<file path="config.mk">
export PLATFORM = sky130hd
export DESIGN_NAME = sbr_act_window
export DESIGN_NICKNAME = d
export VERILOG_FILES = /design/src/rtl/sbr_act_window.sv
export SDC_FILE = /design/constraint.sdc
export NUM_CORES = 1
export LEC_CHECK = 0
export ABC_AREA = 1
export BUFFER_PORTS_ARGS = -buffer_cell sky130_fd_sc_hd__clkbuf_2
export CAP_MARGIN = 20
export CORE_MARGIN = 3
export CORE_UTILIZATION = 30
export CTS_CLUSTER_SIZE = 10
export DETAILED_ROUTE_END_ITERATION = 8
export HOLD_SLACK_MARGIN = 0.08
export PLACE_DENSITY = 0.5
export SLEW_MARGIN = 20
export SYNTH_ARGS = -nofsm -noshare
export SYNTH_HDL_FRONTEND = slang
export SYNTH_SLANG_ARGS = --single-unit
</file>
<file path="constraint.sdc">
create_clock -name clk -period 3 [get_ports clk]
set_input_delay 0.3 -clock clk [delete_from_list [all_inputs] [get_ports clk]]
set_output_delay 0.3 -clock clk [all_outputs]
set_load 0.03 [all_outputs]
</file>
<file path="src/rtl/sbr_act_window.sv">
`timescale 1ns/1ps
// Rolling window of the last DEPTH activate-class issue times.
module sbr_act_window #(
  parameter int DEPTH = 4,
  parameter int TW    = 32
) (
  input  logic          clk,
  input  logic          rst,
  input  logic          push,
  input  logic [TW-1:0] ptime,
  output logic          full,
  output logic [TW-1:0] oldest
);
  localparam int CW = $clog2(DEPTH + 1);

  logic [TW-1:0] slot [DEPTH];
  logic [CW-1:0] cnt;

  always_ff @(posedge clk) begin
    if (rst) begin
      cnt <= '0;
      for (int i = 0; i < DEPTH; i++) slot[i] <= '0;
    end else if (push) begin
      slot[0] <= ptime;
      for (int i = 1; i < DEPTH; i++) slot[i] <= slot[i-1];
      if (cnt != CW'(DEPTH)) cnt <= cnt + 1'b1;
    end
  end

  assign full   = (cnt == CW'(DEPTH));
  assign oldest = slot[DEPTH-1];
endmodule

</file>
# == After elaboration in Yosys (flattened, before gate mapping) ==
# Memories as Yosys holds them, arrays and structs flattened.
# Cells that the tools add are included.
# word_totals
reg_bits,3
mem_bits_rw,128
in_bits,35
elab_cells,19
memories,1
# memory_table
memory,words,word_bits,rd,rd_ports_with_merged_regs,write_ports,line,rtl
slot,4,32,4,0,4,16,logic [TW-1:0] slot [DEPTH];
# op_classes
addsub,1
n_eq_ne,2
muxes,9
bitwise,4
n_reduce_logical,1
# ops
op,n
$mux W32,4
$mux W1,5
$or A1 B1 Y1,4
$add A3 B1 Y3 const B,1
$eq A3 B3 Y1 const B,1
$ne A3 B3 Y1 const B,1
$reduce_and A2 Y1,1

# == Longest topological paths before layout ==
# Gate-level depths: netlist of run 1.
# depth
ltp_word,4
mapped_depth,6
ltp_nobuf,6

# == Worst setup path after synthesis of run 1 ==
# Ideal clock, no wire load.
# synth_timing
kind,input port to flip-flop
start,input port rst
end,memory slot[0][0] (enable)
setup_ns,0.433
arrival_time_ns,1.882
t_required_ns,2.567
setup_slack_ns,0.685
cell_stages,1
path_buffers,0
cell_sequence,or2_2
# synth_lines
item,line,rtl
"start, declared",8,"input logic rst,"
"end, declared",16,

# == Final worst setup path of run 1 ==
# layout_timing
start,register cnt[0]
end,output port full
# layout_via
elab_chain_len,1
# layout_lines
item,line,rtl
"start, declared",17,logic [CW-1:0] cnt;
"start signal, assigned",26,if (cnt != CW'(DEPTH)) cnt <= cnt + 1'b1;
$eq A3 B3 Y1,30,assign full = (cnt == CW'(DEPTH));
"end, declared",11,"output logic full,"
# No other way between the ends.

==> summary.txt, run 1 <==
Yosys
  – Yosys reg bits: approximately 130
  – Synthesized Nets: around 500
  – Top area cells in the synthesized netlist: edfxtp_1, inv_1, nor2_1
  – Mapped Area: approximately 5400 um^2
  – Seq/Total Area, Yosys: 0.7254
  – Mapped Cells: 459
  – Synth area leader: edfxtp_1
  – Netlist cell types: 11
  – Yosys top cell area share: 0.7143
  – Synth Area per Inst: 11.72 um^2
  – Yosys warnings: 0

Finish
  – Final antenna diode count: 0
  – Final core occ: 0.3601
  – Final nets: between 500 and 600
  – Most frequent cells in the layout: inv_1, nor2_1, edfxtp_1
  – Most common cell after layout, fill and taps aside: inv_1
  – Area grow syn2layout: 16.55%
  – Share of layout cells above drive strength 1: 0.1946

Die
  – Core Region: roughly 17000 um^2
  – Chip Width: 139.9 um
  – Ports: 68
  – Rows: 48
  – Die height: 139.9 um
  – Initial core utilization: 0.3090
  – Die ar.: slightly below 20000 um^2

Worst setup path
  – CP peak stage delay: 0.38 ns
  – CP endpoint kind: output port
  – Worst Path Required: between 2 and 3 ns
  – Startpoint types: register
  – Worst-path fanout max: 5
  – CP bufs+invs: 3
  – CP Cell Sequence: inv_1, ha_1, nand2_1, inv_1, clkbuf_2
  – WS Path Type: reg2out
  – Arr. time, crit path: 1.45 ns
  – Worst path most repeated cell: inv_1
  – Critical path's slowest cell: dfxtp_1
  – Top Family by Delay on Critical Path: flip-flops

Job
  – Max-Cap Viols: 0

STA
  – Worst-Margin Slew: 0.7355 ns
  – Minimum clock period: between 1.5 and 2 ns
  – Fin crit share: 0.5824
  – Final setup viols: 0
  – Max Clk Rate: ~570 MHz
  – Final hold viol count: 0
  – Final Skew: 0.005890 ns
  – Pins Over Slew Limit: 0
  – Slew margin rel.: 0.5097
  – RSZ-0062 raised after global routing: no
  – Hold slack: slightly below 0.2 ns
  – Setup TNS: 0 ns

Clock tree
  – Setup Buffers After CTS: 0
  – H-Tree Level Count: 4
  – Clk buf depth: 2
  – CTS-repair resized insts: 0
  – Worst-Skew Late Latency: between 0.4 and 0.5 ns
  – Clock Tree Root: clkbuf_16
  – Hold Buf Count CTS: 0
  – Clk pin slew, worst setup/hold paths: 0.05 ns
  – TritonCTS clock tree: built
  – CTS Buf Count: 17
  – CTS sink cnt: between 100 and 150

Drt
  – DRC: 0
  – Vias/cell: between 3 and 4
  – Vias: approximately 2.7k
  – 1st-iter DRT viols: slightly above 100
  – Post-DR wirelength/cell: roughly 10 um
  – Aggregate routed wire length: 7.473 mm
  – Post-route ant nets: 0
  – Drt pass-1 iters: 4

Placement
  – PortBufs: between 60 and 70
  – GP Congestion: roughly 0.66
  – Final HPWL DP: 4.851 mm

Power and ir drop
  – Static leakage: 0.002790 uW
  – P per Cell Area: around 700 nW/um^2
  – Sequential power share: 0.487
  – Sw Ratio: 0.1966
  – Peak VDD IR: ~0.42 mV
  – Psw: a little under 900 uW
  – Int Pwr: ~3600 uW
  – Clock power frac: 0.457
  – Power share of the combinational group: 0.056

Global routing
  – Initial antenna violation count: 0
  – Total track usage: 0.08363
  – First-pass GRT wire length: 12.96 mm
  – Largest net degree at the start of global routing: between 60 and 70
  – Vias in the first global route: around 2.7k
  – Gr ovfl total: 0

Outcome
  – Status: complete, no violations

Min path
  – Hold WC Path Type: in2reg
[sequential cells by signal (all words and copies together), names as in the netlist]
| signal | cells |
|---|---|
| slot | 128 |
| cnt | 3 |
[logic make-up after synthesis]
logic type,count (synthesis),share of synthesized area
AO/OA/AOI/OAI,2,0.001860
AND/OR/NAND/NOR,143,0.1007
buffers and inverters,181,0.1674
adder cells (fa/ha/maj),2,0.004649
flip-flops,131,0.7254
[final timing paths]
check,start,end,slack (ns),cells after the start
worst max-delay path,cnt[0],full,1.25,5
worst min-delay path,ptime[23],slot[0][23],0.19,3
worst min register to register,cnt[2],cnt[2],0.51,2
worst max register to register,cnt[0],cnt[0],1.87,6
[synth_stat cells]
master      n
nor2_1    133
nand3_1     2
dfxtp_1     3
edfxtp_1  128
buf_4      33
ha_1        2
nand2_1     7
or2_2       1
a21oi_1     2
inv_1     135
buf_6      13
[stage by stage]
stage / std cells / cell area, um^2 / total power [uW] / worst slack [ns]
after global placement: 712 / 5679 / 2457 / 1.221
after global routing: 744 / 6272 / 4645 / 1.174
after floorplan: 459 / 5381 / 2421 / 0.6847
final: 744 / 6272 / 4458 / 1.253
after detailed placement: 712 / 5679 / 2464 / 1.141
after CTS: 744 / 6272 / 4528 / 1.237
[power by group through the flow]
| stage | sequential, uW | clock [uW] | combinational [uW] |
|---|---|---|---|
| 2_1_floorplan | 2200 | 0 | 221 |
| 3_3_place_gp | 2210 | 0 | 251 |
| 3_5_place_dp | 2210 | 0 | 256 |
| 4_1_cts | 2170 | 2100 | 258 |
| 5_1_grt | 2180 | 2180 | 287 |
| 6_report | 2170 | 2040 | 251 |
[per-layer routing]
| metal | part of all wire | GRT usage | vias up |
|---|---|---|---|
| li1 | - | - | 1443 |
| met2 | 0.42 | 0.1208 | 56 |
| met4 | 0.022 | 0.03978 | 0 |
| met5 | 0 | 0 | - |
| met3 | 0.055 | 0.03687 | 12 |
| met1 | 0.51 | 0.1078 | 1147 |
[worst min-delay path, stage by stage]
cell	delay, ns
clkbuf_2	0.07
inv_1	0.03
nor2_1	0.08
[layout make-up]
cell class,count,area (um^2)
fill,1750,11140
timing repair buffer,74,400.4
multi-input combinational,147,586.8
clock inverter,5,100.1
clock buffer,27,493.0
inverter,135,506.7
tap,225,281.5
sequential,131,3904
Note: power is estimated with default switching activity, not from simulation.
==> inputs of run 2 (changes only) <==
Clock period 3 ns to 1.65 ns, I/O delays scaled along.
==> summary.txt, run 2 (same netlist as run 1, synthesis figures left out) <==
Outcome
  – Status: complete, no violations (unchanged)

Die
  – Die height: 139.9 um (unchanged)
  – Chip Width: 139.9 um (unchanged)
  – Rows: 48 (unchanged)
  – Initial core utilization: 0.3090 (unchanged)
  – Die ar.: 19580 um^2 (unchanged)
  – Core Region: 17420 um^2 (unchanged)
  – Ports: 68 (unchanged)

Clock tree
  – CTS Buf Count: 17 (unchanged)
  – TritonCTS clock tree: built (unchanged)
  – H-Tree Level Count: 4 (unchanged)
  – Clk pin slew, worst setup/hold paths: 0.06 ns (was 0.05 ns)
  – Clk buf depth: 2 (unchanged)
  – Setup Buffers After CTS: 0 (unchanged)
  – Worst-Skew Late Latency: 0.41 ns (about the same)
  – CTS sink cnt: 131 (unchanged)
  – Clock Tree Root: clkbuf_16 (unchanged)

STA
  – Fin crit share: 0.9245
  – Final setup viols: 0 (unchanged)
  – Worst-Margin Slew: 0.3263 ns (was 0.7355 ns)
  – Slew margin rel.: 0.7825 (was 0.5097)
  – Pins Over Slew Limit: 0 (unchanged)
  – Max Clk Rate: around 660 MHz
  – Final Skew: 0.006576 ns (was 0.005890 ns)
  – RSZ-0062 raised after global routing: no (unchanged)
  – Minimum clock period: 1.525 ns
  – Setup TNS: 0 ns (unchanged)
  – Final hold viol count: 0 (unchanged)
  – Hold slack: 0.09827 ns (was 0.1944 ns)

Worst setup path
  – Worst Path Required: 1.48 ns (was 2.70 ns)
  – Worst-path fanout max: 5 (unchanged)
  – Worst path most repeated cell: inv_1 (unchanged)
  – Stages on worst setup path: 5 (unchanged)
  – Critical path's slowest cell: dfxtp_2 (was dfxtp_1)
  – CP Cell Sequence: inv_1, ha_1, nand2_2, inv_1, clkbuf_2 (was inv_1, ha_1, nand2_1, inv_1, clkbuf_2)
  – FF-to-FF path depth: 6 (unchanged)
  – Arr. time, crit path: 1.36 ns (was 1.45 ns)
  – WS Path Type: reg2out (unchanged)
  – Startpoint types: register (unchanged)
  – CP bufs+invs: 3 (unchanged)
  – Top Family by Delay on Critical Path: flip-flops (unchanged)
  – CP endpoint kind: output port (unchanged)
  – CP peak stage delay: 0.35 ns (was 0.38 ns)

Drt
  – Vias: 2778 (was 2658)
  – DRC: 0 (unchanged)
  – 1st-iter DRT viols: 179 (was 101)
  – Vias/cell: 3.585 (was 3.573)
  – Post-route ant nets: 0 (unchanged)
  – Aggregate routed wire length: 7.614 mm (was 7.473 mm)
  – Post-DR wirelength/cell: 9.825 um (was 10.04 um)
  – Drt pass-1 iters: 4 (unchanged)

Power and ir drop
  – Sw Ratio: 0.1986 (was 0.1966)
  – Sequential power share: 0.457 (was 0.487)
  – Peak VDD IR: 0.6651 mV (was 0.4190 mV)
  – Power share of the combinational group: 0.062 (was 0.056)
  – Int Pwr: 6906 uW (was 3582 uW)
  – Clock power frac: 0.481 (was 0.457)
  – Psw: 1711 uW (was 876.4 uW)
  – P per Cell Area: 1282 nW/um^2 (was 710.8 nW/um^2)
  – Static leakage: 0.002975 uW (was 0.002790 uW)

Placement
  – GP Congestion: 0.6697 (was 0.6577)
  – Final HPWL DP: 4.692 mm (was 4.851 mm)
  – PortBufs: 67 (unchanged)

Finish
  – Most frequent cells in the layout: inv_1, nor2_1, edfxtp_1 (unchanged)
  – Share of layout cells above drive strength 1: 0.1945 (was 0.1946)
  – Area grow syn2layout: 24.92% (was 16.55%)
  – Layout fillers: 1696 (was 1750)
  – Final nets: 574 (was 543)
  – Biggest register: slot (unchanged)
  – Most common cell after layout, fill and taps aside: inv_1 (unchanged)
  – Max reg flops: 128 (unchanged)
  – Final antenna diode count: 0 (unchanged)
  – Largest regs: slot (128), cnt (3) (unchanged)

Job
  – Max-Cap Viols: 0 (unchanged)

Global routing
  – Total track usage: 0.08561 (was 0.08363)
  – First-pass GRT wire length: 13.19 mm (was 12.96 mm)
  – Initial antenna violation count: 0 (unchanged)
  – Vias in the first global route: 2764 (was 2746)
  – Largest net degree at the start of global routing: 80 (was 67)
  – Gr ovfl total: 0 (unchanged)

Min path
  – Hold WC Path Type: in2reg (unchanged)
  – Hold path depth: 4 (was 3)
## run 2: area by class of cell
type | count | area, um^2 | area share
clock buffer | 18 | 429.2 | 0.06384
clock inverter | 14 | 235.2 | 0.03499
inverter | 135 | 506.7 | 0.07538
multi-input combinational | 147 | 589.3 | 0.08766
sequential | 131 | 3905 | 0.5809
tap | 225 | 281.5 | 0.04188
timing repair buffer | 105 | 775.7 | 0.1154
## run 2: worst min-delay path: stages
cell,delay [ns]
clkbuf_2,0.09
inv_1,0.09
nand2_1,0.08
nor2_1,0.03
## run 2: final timing paths
path / from / endpoint / slack, ns
max: cnt[0] / full / 0.12
min: rst / cnt[0] / 0.1
max reg2reg: cnt[0] / cnt[0] / 0.62
min reg2reg: cnt[2] / cnt[2] / 0.52
## run 2: layer usage
metal | vias to the layer above | GRT usage | routed length [um]
li1 | 1500 | - | -
met1 | 1207 | 0.1118 | 3778
met2 | 57 | 0.1233 | 3350
met3 | 14 | 0.02868 | 287
met4 | 0 | 0.05201 | 197
met5 | - | 0 | 0
## run 2: stage by stage
| step | area (um^2) | total power, uW | std cells | utilization | setup WS, ns |
|---|---|---|---|---|---|
| 2_1_floorplan | 5384 | 4398 | 459 | - | 0.1169 |
| 3_3_place_gp | 5734 | 4479 | 711 | 0.3292 | 0.3820 |
| 3_5_place_dp | 5734 | 4492 | 711 | 0.3292 | 0.3540 |
| 4_1_cts | 6719 | 8721 | 775 | 0.3858 | 0.01086 |
| 5_1_grt | 6723 | 8976 | 775 | 0.3860 | 0.02437 |
| 6_report | 6723 | 8618 | 775 | 0.3860 | 0.1246 |
## run 2: power groups by stage
stage / Sequential, uW / Combinational, uW / Clock [uW]
after floorplan: 4000 / 403 / 0
after global placement: 4010 / 472 / 0
final: 3940 / 533 / 4140
after global routing: 3960 / 603 / 4410
after CTS: 3940 / 543 / 4230
after detailed placement: 4010 / 480 / 0
## run 2: repair_timing
item,CTS,global route
setup endpoints to repair,0,1
endpoints found under the hold margin,32,0
resized for setup,0,2
hold buffers,32,0
